### src/rtl/rng_dist_pkg.sv
package rng_dist_pkg;
  function automatic int unsigned width_of(int unsigned v);
    return (v <= 1) ? 1 : $clog2(v);
  endfunction
endpackage

### src/rtl/rng_word_fifo.sv
module rng_word_fifo
  import rng_dist_pkg::*;
#(
  parameter int unsigned WIDTH = 32,
  parameter int unsigned DEPTH = 2,
  localparam int unsigned AW = width_of(DEPTH),
  localparam int unsigned CW = $clog2(DEPTH + 1)
) (
  input  logic             clk_i,
  input  logic             rst_ni,
  input  logic             push_i,
  input  logic [WIDTH-1:0] data_i,
  input  logic             pop_i,
  output logic             empty_o,
  output logic             full_o,
  output logic [WIDTH-1:0] head_o,
  output logic [CW-1:0]    count_o
);
  logic [WIDTH-1:0] mem_q [DEPTH];
  logic [AW-1:0]    rd_q, wr_q;
  logic [CW-1:0]    cnt_q;
  logic             do_pop, do_push;

  assign empty_o = (cnt_q == '0);
  assign full_o  = (cnt_q == CW'(DEPTH));
  assign do_pop  = pop_i & ~empty_o;
  assign do_push = push_i & ~full_o;
  assign head_o  = mem_q[rd_q];
  assign count_o = cnt_q;

  function automatic logic [AW-1:0] nxt(logic [AW-1:0] p);
    return (p == AW'(DEPTH - 1)) ? '0 : p + AW'(1);
  endfunction

  always_ff @(posedge clk_i or negedge rst_ni) begin
    if (!rst_ni) begin
      rd_q  <= '0;
      wr_q  <= '0;
      cnt_q <= '0;
    end else begin
      if (do_pop)  rd_q <= nxt(rd_q);
      if (do_push) wr_q <= nxt(wr_q);
      case ({do_push, do_pop})
        2'b10:   cnt_q <= cnt_q + CW'(1);
        2'b01:   cnt_q <= cnt_q - CW'(1);
        default: cnt_q <= cnt_q;
      endcase
    end
  end

  always_ff @(posedge clk_i) begin
    if (do_push) mem_q[wr_q] <= data_i;
  end
endmodule

### src/rtl/rng_rr_pick.sv
module rng_rr_pick
  import rng_dist_pkg::*;
#(
  parameter int unsigned N = 4,
  localparam int unsigned IW = width_of(N)
) (
  input  logic [IW-1:0] ptr_i,
  input  logic [N-1:0]  req_i,
  output logic [N-1:0]  gnt_o,
  output logic [IW-1:0] idx_o,
  output logic          any_o
);
  always_comb begin
    gnt_o = '0;
    idx_o = '0;
    any_o = 1'b0;
    for (int off = 0; off < int'(N); off++) begin
      int c;
      c = int'(ptr_i) + off;
      if (c >= int'(N)) c = c - int'(N);
      if (!any_o && req_i[c]) begin
        any_o    = 1'b1;
        gnt_o[c] = 1'b1;
        idx_o    = IW'(c);
      end
    end
  end
endmodule

### src/rtl/rng_word_distributor.sv
module rng_word_distributor
  import rng_dist_pkg::*;
#(
  parameter int unsigned N     = 4,
  parameter int unsigned DEPTH = 2,
  parameter int unsigned WIDTH = 32,
  localparam int unsigned IW = width_of(N),
  localparam int unsigned CW = $clog2(DEPTH + 1)
) (
  input  logic               clk_i,
  input  logic               rst_ni,
  input  logic               src_valid_i,
  input  logic [WIDTH-1:0]   src_data_i,
  output logic               src_ready_o,
  input  logic               disable_i,
  input  logic [N-1:0]       get_i,
  output logic [N-1:0]       valid_o,
  output logic [N*WIDTH-1:0] data_o
);
  logic [N-1:0]    full_w, empty_w, gnt_w, push_w, pop_w;
  logic [N*CW-1:0] cnt_flat;
  logic [IW-1:0]   ptr_q, idx_w;
  logic            any_w, take_w;

  rng_rr_pick #(.N(N)) u_pick (
    .ptr_i (ptr_q),
    .req_i (~full_w),
    .gnt_o (gnt_w),
    .idx_o (idx_w),
    .any_o (any_w)
  );

  assign src_ready_o = any_w;
  assign take_w      = src_valid_i & any_w;
  assign push_w      = take_w ? gnt_w : '0;
  assign pop_w       = get_i & ~empty_w;
  assign valid_o     = ~empty_w;

  for (genvar k = 0; k < N; k++) begin : g_port
    logic [WIDTH-1:0] head_w;
    rng_word_fifo #(.WIDTH(WIDTH), .DEPTH(DEPTH)) u_fifo (
      .clk_i   (clk_i),
      .rst_ni  (rst_ni),
      .push_i  (push_w[k]),
      .data_i  (src_data_i),
      .pop_i   (pop_w[k]),
      .empty_o (empty_w[k]),
      .full_o  (full_w[k]),
      .head_o  (head_w),
      .count_o (cnt_flat[k*CW +: CW])
    );
    // zero at the output so occupancy and timing are untouched
    assign data_o[k*WIDTH +: WIDTH] = disable_i ? '0 : head_w;
  end

  always_ff @(posedge clk_i or negedge rst_ni) begin
    if (!rst_ni)     ptr_q <= '0;
    else if (take_w) ptr_q <= (idx_w == IW'(N - 1)) ? '0 : idx_w + IW'(1);
  end
endmodule

### config.mk
export PLATFORM = sky130hd
export DESIGN_NAME = rng_word_distributor
export DESIGN_NICKNAME = d
export VERILOG_FILES = /design/src/rtl/rng_dist_pkg.sv /design/src/rtl/rng_word_fifo.sv /design/src/rtl/rng_rr_pick.sv /design/src/rtl/rng_word_distributor.sv
export SDC_FILE = /design/constraint.sdc
export NUM_CORES = 1
export LEC_CHECK = 0
export BUFFER_PORTS_ARGS = -buffer_cell sky130_fd_sc_hd__buf_2
export CELL_PAD_IN_SITES_DETAIL_PLACEMENT = 1
export CELL_PAD_IN_SITES_GLOBAL_PLACEMENT = 1
export CORE_UTILIZATION = 44
export DETAILED_ROUTE_END_ITERATION = 12
export PLACE_DENSITY_LB_ADDON = 0.1
export SKIP_CTS_REPAIR_TIMING = 1
export SLEW_MARGIN = 15
export SYNTH_ARGS = -nofsm -noshare
export SYNTH_HDL_FRONTEND = slang
export SYNTH_HIERARCHICAL = 1
export SYNTH_SLANG_ARGS = --single-unit
### constraint.sdc
create_clock -name clk_i -period 3.8 [get_ports clk_i]
set_input_delay 1.14 -clock clk_i [delete_from_list [all_inputs] [get_ports clk_i]]
set_output_delay 1.14 -clock clk_i [all_outputs]
set_load 0.03 [all_outputs]
==> results of run 1 <==
where the power goes:
part           internal (mW)  switching (mW)  total (mW)
combinational           2.12            2.46        4.58
clock                   1.63            1.11        2.73
sequential              3.97           0.366        4.33
cells in the final DEF (no fill, tap or decap):
| master | n |
|---|---|
| a21oi_1 | 1 |
| a22oi_1 | 8 |
| a32o_1 | 1 |
| and2b_2 | 1 |
| and3_1 | 4 |
| and3_2 | 4 |
| buf_12 | 9 |
| buf_2 | 171 |
| buf_4 | 34 |
| bufinv_16 | 2 |
| clkbuf_1 | 7 |
| clkbuf_16 | 30 |
| clkbuf_8 | 3 |
| clkinv_1 | 4 |
| clkinv_2 | 6 |
| dfrtp_1 | 13 |
| dfrtp_2 | 5 |
| edfxtp_1 | 256 |
| ha_1 | 13 |
| inv_1 | 16 |
| mux2_2 | 16 |
| mux2_4 | 116 |
| mux2i_1 | 1 |
| mux4_1 | 1 |
| mux4_2 | 3 |
| nand2_1 | 6 |
| nand2b_1 | 5 |
| nor2_1 | 11 |
| nor2_4 | 4 |
| nor2b_1 | 132 |
| nor2b_2 | 4 |
| nor3_4 | 1 |
| nor4_1 | 1 |
| nor4b_4 | 1 |
| o211ai_1 | 1 |
| o21ai_0 | 5 |
| o311ai_0 | 1 |
| o31ai_1 | 1 |
| xnor2_1 | 12 |
| xor2_1 | 8 |
cell families (layout without fill, tap and decap cells):
family                     after synthesis  after routing  share of synthesized area (%)
DFF                                    274            274                           66.9
buffers and inverters                   49            282                           3.89
xor gates and xnor gates                20             20                           1.44
AOI/OAI and AO/OA                       18             18                           1.02
muxes                                  137            137                           16.7
and+or+nand+nor                        174            174                           8.75
adders and majority gates               13             13                           1.34
area by class of cell:
class	count	area share, %
Inverter	16	0.416
Multi-Input combinational cell	362	24.9
Sequential cell	274	56.4
Tap cell	341	2.95
Clock inverter	12	0.728
Timing Repair Buffer	214	8.94
Clock buffer	40	5.67
registers in the layout, indices dropped and copies added, names as in the netlist:
signal                 flops
g_port.u_fifo/rd_q         4
g_port.u_fifo/wr_q         4
g_port.u_fifo/mem_q      256
ptr_q                      2
g_port.u_fifo/count_o      8
per-stage QoR:
stage / worst slack [ns] / util (%)
3_5_place_dp: 0.296 / 49.7
6_report: 0.115 / 53.4
2_1_floorplan: 0.345 / -
4_1_cts: -0.280 / 53.1
3_3_place_gp: 0.526 / 49.7
5_1_grt: 0.0102 / 53.4
metal layers:
layer / vias up / part of all wire, % / global-route usage, %
met4: 0 / 1.3 / 3.83
li1: 2923 / - / -
met5: - / 0 / 0
met1: 3202 / 43 / 24.6
met3: 29 / 4.6 / 2.63
met2: 174 / 51 / 33.5
worst min path at each step:
| stage | startpoint | slack (ns) | endpoint |
|---|---|---|---|
| after floorplan | g_port[0].u_fifo/count_o[1] | 0.46 | g_port[0].u_fifo/count_o[1] |
| after global placement | g_port[2].u_fifo/count_o[1] | 0.48 | g_port[2].u_fifo/count_o[1] |
| after detailed placement | g_port[0].u_fifo/count_o[1] | 0.50 | g_port[0].u_fifo/count_o[1] |
| after CTS | g_port[0].u_fifo/count_o[1] | 0.51 | g_port[0].u_fifo/count_o[1] |
| after global routing | g_port[2].u_fifo/count_o[1] | 0.53 | g_port[2].u_fifo/count_o[1] |
| final | g_port[0].u_fifo/count_o[1] | 0.50 | g_port[0].u_fifo/count_o[1] |
==> impl_metrics.env, run 1 <==
export IMPL_cp_arrival_ns=2.54
export IMPL_r2r_start="g_port[3].u_fifo/count_o[0]"
export IMPL_detail_route_wl_per_cell_um=21.3
export IMPL_avgSynthCellArea_um2=17.8
export IMPL_cp_top_family="simple AND/OR/NAND/NOR gates"
export IMPL_post_route_period_util_pct=97.0
export IMPL_power_mw=11.6
export IMPL_timing_fmax_mhz=271
export IMPL_fill_cells=2574
export IMPL_cts_tree="yes"
export IMPL_grt_pass1_wl_mm=40.3
export IMPL_drcViolationCount=0
export IMPL_wl_mm=26.8
export IMPL_root_buffer="clkbuf_16"
export IMPL_gp_congestion=0.800
export IMPL_rr_endpoint="g_port[3].u_fifo/mem_q[0][4]"
export IMPL_cp_depth=7
export IMPL_fin_nets=949
export IMPL_yosys_area_top_type="edfxtp_1"
export IMPL_reg2reg_slack_ns=0.29
export IMPL_synth_common_cells="edfxtp_1, nor2b_1, mux2_4"
export IMPL_core_area_mm2=0.0270
export IMPL_viasPerCell=5.03
export IMPL_synth_flop_cell="edfxtp_1"
export IMPL_vias=6328
export IMPL_die_x_um=168
export IMPL_postSynthCellCount=685
export IMPL_cp_slowest_cell="mux4_2"
export IMPL_antenna_found_initial=1
export IMPL_syn_area_mm2=0.0122
export IMPL_cp_startpoint="g_port[3].u_fifo/count_o[0]"
export IMPL_detail_route_antenna_nets=0
export IMPL_holdPathStages=1
export IMPL_post_synth_top_count_cell="edfxtp_1"
export IMPL_setup_viol=0
export IMPL_worst_pin_slew_ns=0.617
export IMPL_rsz0062_at_grt="false"
export IMPL_drt_pass1_iterations=4
export IMPL_row_count=60
export IMPL_hpwl_mm=17.8
export IMPL_skew_ns=0.0112
export IMPL_multi_input_area_mm2=0.00360
export IMPL_portBuffers=172
export IMPL_ys_async_sr_fraction_pct=6.57
export IMPL_slew_headroom_pct=58.9
export IMPL_postPlaceCellArea_mm2=0.0134
export IMPL_ff2ff_path_depth=12
export IMPL_ir_worst_vdd_mv=0.406
export IMPL_fin_hold_ws_ns=0.502
export IMPL_diodes=0
export IMPL_initial_core_util_pct=45.0
export IMPL_powerDensity_mw_per_mm2=806
export IMPL_clk_latency_ns=0.53
export IMPL_cts_max_level=1
export IMPL_path_cells="nand2b_1, inv_1, inv_1, mux4_2, nor3_4, nand2b_1, buf_2"
export IMPL_yosysTopAreaCellShare_pct=63.2
export IMPL_cp_start_kind="flop"
export IMPL_path_buf_inv=3
export IMPL_synth_edf_count=256
export IMPL_grt_max_degree=39
export IMPL_ios=173
export IMPL_area_delta_synth_final_pct=18.7
export IMPL_grt_use_total_pct=18.8
export IMPL_ys_seq_area_share_pct=66.9
export IMPL_design_area_mm2=0.0144
export IMPL_fin_crit_ns=3.68
export IMPL_path_clk_slew_ns=0.06
export IMPL_grt_ovfl_total=0
export IMPL_leakage_nw=5.74
export IMPL_synthesis_nets=738
export IMPL_final_cells=1259
export IMPL_drive_gt1_share_pct=44.7
export IMPL_critPathKind="flop to output port"
export IMPL_dp_cells=1195
export IMPL_cts_buffer_depth=3
export IMPL_end_kind="output port"
export IMPL_yosys_warnings=6
export IMPL_slowest_delay_ns=0.60
export IMPL_drtIter0Drc=309
export IMPL_crit_fanout=6
export IMPL_seqCellArea_mm2=0.00814
export IMPL_die_h_um=168
export IMPL_die_area_mm2=0.0283
export IMPL_setup_tns_ns=0
export IMPL_hold_violations=0
export IMPL_numCtsBuffers=28
export IMPL_status="finished clean"
export IMPL_synth_ff_latch_count=274
export IMPL_holdCritPathClass="flop to flop"
export IMPL_clock_sinks=274
export IMPL_drv_cap=0
export IMPL_synth_cell_types=33
export IMPL_required_ns=2.66
export IMPL_yosys_top_cells_area="edfxtp_1, mux2_4, nor2b_1"
export IMPL_first_global_vias=6836
export IMPL_slew_viol_final=0
export IMPL_endpoint="src_ready_o"
Power figures use the tool's default switching activity.
==> inputs of run 2 (changes only) <==
--- a/config.mk
+++ b/config.mk
@@ -10,7 +10,7 @@
 export CELL_PAD_IN_SITES_GLOBAL_PLACEMENT = 1
 export CORE_UTILIZATION = 44
 export DETAILED_ROUTE_END_ITERATION = 12
-export PLACE_DENSITY_LB_ADDON = 0.1
+export PLACE_DENSITY_LB_ADDON = 0.05
 export SKIP_CTS_REPAIR_TIMING = 1
 export SLEW_MARGIN = 15
 export SYNTH_ARGS = -nofsm -noshare
==> impl_metrics.env, run 2 (synthesized netlist as in run 1, its figures left out) <==
export IMPL_detail_route_wl_per_cell_um=21.2
export IMPL_fin_nets=936
export IMPL_ir_worst_vdd_mv=0.418
export IMPL_diodes=0
export IMPL_postPlaceCellArea_mm2=0.0134
export IMPL_fin_hold_ws_ns=0.503
export IMPL_initial_core_util_pct=45.0
export IMPL_largest_reg_flops=256
export IMPL_gp_congestion=0.763
export IMPL_cp_start_kind="flop"
export IMPL_clock_sinks=274
export IMPL_grt_use_total_pct=18.6
export IMPL_wl_mm=26.4
export IMPL_status="finished clean"
export IMPL_vias=6262
export IMPL_antenna_found_initial=1
export IMPL_clk_latency_ns=0.54
export IMPL_core_area_mm2=0.0270
export IMPL_drtIter0Drc=260
export IMPL_final_common_cell="edfxtp_1"
export IMPL_rsz0062_at_grt="false"
export IMPL_area_delta_synth_final_pct=18.1
export IMPL_critPathKind="flop to output port"
export IMPL_setup_tns_ns=0
export IMPL_drv_cap=0
export IMPL_worst_pin_slew_ns=0.734
export IMPL_cts_max_level=1
export IMPL_holdCritPathClass="flop to flop"
export IMPL_grt_pass1_wl_mm=39.8
export IMPL_skew_ns=0.00896
export IMPL_drive_gt1_share_pct=43.8
export IMPL_hpwl_mm=16.8
export IMPL_fin_crit_ns=3.65
export IMPL_crit_fanout=7
export IMPL_slew_headroom_pct=51.1
export IMPL_die_x_um=168
export IMPL_hold_violations=0
export IMPL_setup_viol=0
export IMPL_powerDensity_mw_per_mm2=801
export IMPL_grt_max_degree=50
export IMPL_portBuffers=172
export IMPL_end_kind="output port"
export IMPL_regMostFlops="g_port.u_fifo/mem_q"
export IMPL_fill_cells=2569
export IMPL_timing_fmax_mhz=274
export IMPL_final_cells=1248
export IMPL_design_area_mm2=0.0144
export IMPL_post_route_period_util_pct=96.1
export IMPL_die_h_um=168
export IMPL_drcViolationCount=0
export IMPL_path_clk_slew_ns=0.05
export IMPL_grt_ovfl_total=0
export IMPL_dp_cells=1185
export IMPL_cts_tree="yes"
export IMPL_numCtsBuffers=30
export IMPL_mostFrequentLayoutCells="edfxtp_1, buf_2, nor2b_1"
export IMPL_cts_buffer_depth=3
export IMPL_first_global_vias=6711
export IMPL_row_count=60
export IMPL_required_ns=2.66
export IMPL_cp_arrival_ns=2.51
export IMPL_viasPerCell=5.02
export IMPL_die_area_mm2=0.0283
export IMPL_root_buffer="clkbuf_16"
export IMPL_drt_pass1_iterations=4
export IMPL_ios=173
export IMPL_slew_viol_final=0
export IMPL_leakage_nw=5.68
export IMPL_detail_route_antenna_nets=0
run 2: metrics by stage:
step	worst slack, ns	total power, mW	util [%]
after floorplan	0.345	7.78	-
after global placement	0.522	8.64	49.5
after detailed placement	0.398	8.79	49.5
after CTS	-0.189	11.6	53.0
after global routing	0.00377	12.0	53.2
final	0.147	11.5	53.2
run 2: layout make-up:
| class | count | area [um2] | area share (%) |
|---|---|---|---|
| tap | 341 | 427 | 2.97 |
| clock inverter | 13 | 88.8 | 0.618 |
| multi-input combinational | 362 | 3590 | 25.0 |
| timing repair buffer | 199 | 1220 | 8.46 |
| clock buffer | 43 | 851 | 5.92 |
| inverter | 16 | 60.1 | 0.418 |
| sequential | 274 | 8140 | 56.6 |
run 2: path summary, 6_finish.rpt:
path / start / endpoint / slack [ns] / depth (start not counted)
max: g_port[1].u_fifo/count_o[0] / src_ready_o / 0.15 / 7
min: g_port[2].u_fifo/count_o[1] / g_port[2].u_fifo/count_o[1] / 0.50 / 1
max reg2reg: g_port[1].u_fifo/count_o[0] / g_port[2].u_fifo/mem_q[0][30] / 0.51 / 12
min reg2reg: g_port[2].u_fifo/count_o[1] / g_port[2].u_fifo/count_o[1] / 0.50 / 1
max in group asynchronous: rst_ni / g_port[3].u_fifo/rd_q / 2.91 / 1
min in group asynchronous: rst_ni / g_port[0].u_fifo/rd_q / 0.55 / 1
run 2: metal layers:
metal	track usage [%]	routed length, um	up-vias
li1	-	-	2901
met1	24.2	11600	3172
met2	33.2	13300	159
met3	2.56	1110	30
met4	3.83	405	0
met5	0	0	-
run 2: critical path, stage by stage (launching register included):
cell and delay (ns):
dfrtp_1 0.42, nand2b_1 0.20, inv_1 0.08, inv_1 0.08, mux4_2 0.56, nor3_2 0.24, nand2b_1 0.18, buf_2 0.22
run 2: power by group:
part	internal, mW	switching, mW
combinational	2.05	2.39
clock	1.61	1.11
sequential	3.97	0.380
total	7.63	3.88
==> inputs of run 3 (changes only) <==
--- a/config.mk
+++ b/config.mk
@@ -8,12 +8,11 @@
 export BUFFER_PORTS_ARGS = -buffer_cell sky130_fd_sc_hd__buf_2
 export CELL_PAD_IN_SITES_DETAIL_PLACEMENT = 1
 export CELL_PAD_IN_SITES_GLOBAL_PLACEMENT = 1
-export CORE_UTILIZATION = 44
+export CORE_UTILIZATION = 43
 export DETAILED_ROUTE_END_ITERATION = 12
 export PLACE_DENSITY_LB_ADDON = 0.05
 export SKIP_CTS_REPAIR_TIMING = 1
 export SLEW_MARGIN = 15
 export SYNTH_ARGS = -nofsm -noshare
 export SYNTH_HDL_FRONTEND = slang
-export SYNTH_HIERARCHICAL = 1
 export SYNTH_SLANG_ARGS = --single-unit
==> impl_metrics.env, run 3 <==
export IMPL_status="finished clean"
export IMPL_synth_ff_latch_count=274
export IMPL_mostFrequentLayoutCells="edfxtp_1, buf_2, nor2_1"
export IMPL_cts_max_level=1
export IMPL_slew_headroom_pct=34.4
export IMPL_cp_start_kind="flop"
export IMPL_fin_hold_ws_ns=0.508
export IMPL_path_clk_slew_ns=0.06
export IMPL_row_count=58
export IMPL_portBuffers=172
export IMPL_yosysTopAreaCellShare_pct=69.4
export IMPL_core_area_mm2=0.0253
export IMPL_fill_cells=2478
export IMPL_cp_slowest_cell="nor2b_4"
export IMPL_grt_ovfl_total=0
export IMPL_post_route_util_pct=53.6
export IMPL_rsz0062_at_grt="false"
export IMPL_path_buf_inv=3
export IMPL_post_synth_top_count_cell="edfxtp_1"
export IMPL_timing_fmax_mhz=283
export IMPL_drtIter0Drc=286
export IMPL_leakage_nw=5.39
export IMPL_hpwl_mm=16.8
export IMPL_path_cells="inv_2, ha_1, inv_1, mux4_2, nand2_1, o21ai_1, a32oi_4, nor2b_4, buf_4"
export IMPL_first_global_vias=6621
export IMPL_hold_violations=0
export IMPL_skew_ns=0.0192
export IMPL_cts_tree="yes"
export IMPL_area_delta_synth_final_pct=22.3
export IMPL_final_cells=1224
export IMPL_regMostFlops="g_port.u_fifo.mem_q"
export IMPL_largest_reg_flops=256
export IMPL_dp_cells=1169
export IMPL_clk_latency_ns=0.55
export IMPL_ios=173
export IMPL_gp_congestion=0.867
export IMPL_syn_area_mm2=0.0111
export IMPL_holdCritPathClass="flop to flop"
export IMPL_final_common_cell="edfxtp_1"
export IMPL_drv_cap=0
export IMPL_setup_tns_ns=0
export IMPL_design_area_mm2=0.0135
export IMPL_post_route_period_util_pct=92.8
export IMPL_synth_cell_types=39
export IMPL_die_x_um=162
export IMPL_cp_top_family="simple AND/OR/NAND/NOR gates"
export IMPL_vias=6303
export IMPL_drive_gt1_share_pct=31.2
export IMPL_fin_crit_ns=3.53
export IMPL_powerDensity_mw_per_mm2=874
export IMPL_end_kind="flop"
export IMPL_root_buffer="clkbuf_16"
export IMPL_ir_worst_vdd_mv=0.392
export IMPL_detail_route_antenna_nets=0
export IMPL_detail_route_wl_per_cell_um=21.7
export IMPL_worst_pin_slew_ns=0.981
export IMPL_clock_sinks=274
export IMPL_viasPerCell=5.15
export IMPL_postPlaceCellArea_mm2=0.0125
export IMPL_numCtsBuffers=29
export IMPL_grt_pass1_wl_mm=39.8
export IMPL_synth_common_cells="edfxtp_1, nor2_1, mux2i_1"
export IMPL_slew_viol_final=0
export IMPL_setup_viol=0
export IMPL_antenna_found_initial=1
export IMPL_synthesis_nets=731
export IMPL_wl_mm=26.5
export IMPL_crit_fanout=28
export IMPL_ys_seq_area_share_pct=73.5
export IMPL_synth_flop_cell="edfxtp_1"
export IMPL_synth_edf_count=256
export IMPL_critPathKind="flop to flop"
export IMPL_avgSynthCellArea_um2=16.3
export IMPL_die_area_mm2=0.0264
export IMPL_yosys_area_top_type="edfxtp_1"
export IMPL_grt_use_total_pct=20.3
export IMPL_fin_nets=922
export IMPL_yosys_warnings=0
export IMPL_drt_pass1_iterations=4
export IMPL_die_h_um=162
export IMPL_ys_async_sr_fraction_pct=6.57
export IMPL_yosys_top_cells_area="edfxtp_1, mux2i_1, nor2_1"
export IMPL_required_ns=4.06
export IMPL_grt_max_degree=45
export IMPL_drcViolationCount=0
export IMPL_postSynthCellCount=679
export IMPL_slowest_delay_ns=0.78
export IMPL_cts_buffer_depth=3
export IMPL_initial_core_util_pct=43.8
export IMPL_cp_arrival_ns=3.79
-- run 3: layer usage --
metal | vias up | global-route usage (%) | wire, um
met2 | 170 | 33.9 | 12900
li1 | 2897 | - | -
met4 | 0 | 4.93 | 432
met3 | 37 | 3.06 | 1270
met5 | - | 0 | 0
met1 | 3199 | 27.8 | 11900
-- run 3: path summary, 6_finish.rpt --
kind                                              from                           end  slack (ns)  cells past startpoint
hold reg to reg            g_port[2].u_fifo.count_o[1]   g_port[2].u_fifo.count_o[1]        0.51                      1
setup / recovery                              ptr_q[1]  g_port[1].u_fifo.mem_q[1][7]        0.27                      9
min in group asynchronous                       rst_ni    asynchronous set/reset pin        0.55                      1
max in group asynchronous                       rst_ni         g_port[2].u_fifo.rd_q        2.90                      1
hold / removal             g_port[2].u_fifo.count_o[1]   g_port[2].u_fifo.count_o[1]        0.51                      1
setup reg to reg                              ptr_q[1]  g_port[1].u_fifo.mem_q[1][7]        0.27                      9
-- run 3: area by class of cell --
cell class                      instances  area (um2)  share of cell area (%)
Sequential cell                       274        8140                    60.2
Multi-Input combinational cell        364        2810                    20.8
Timing Repair Buffer                  196        1140                    8.45
Clock buffer                           30         729                    5.39
Tap cell                              330         413                    3.05
Clock inverter                         24         277                    2.04
Inverter                                5        18.8                   0.139
Antenna cell                            1        2.50                  0.0185
-- run 3: power breakdown --
| part | total (mW) | switching (mW) | internal (mW) | leakage (nW) |
|---|---|---|---|---|
| combinational | 4.25 | 2.74 | 1.51 | 2.36 |
| clock | 2.96 | 1.16 | 1.80 | 0.495 |
| sequential | 4.61 | 0.436 | 4.18 | 2.53 |
| total | 11.8 | 4.33 | 7.49 | 5.39 |
-- run 3: logic make-up after synthesis --
family                     synth area share, %
AOI/OAI and AO/OA                         2.18
xor gates and xnor gates                  1.74
adders and majority gates                 1.36
buffers and inverters                     1.67
DFF                                       73.5
muxes                                     13.0
and+or+nand+nor                           6.59
-- run 3: through the flow --
step	setup WS (ns)	total power [mW]
4_1_cts	0.183	12.0
6_report	0.273	11.8
3_5_place_dp	0.193	8.98
2_1_floorplan	0.370	7.49
3_3_place_gp	0.429	8.86
5_1_grt	0.0176	12.4
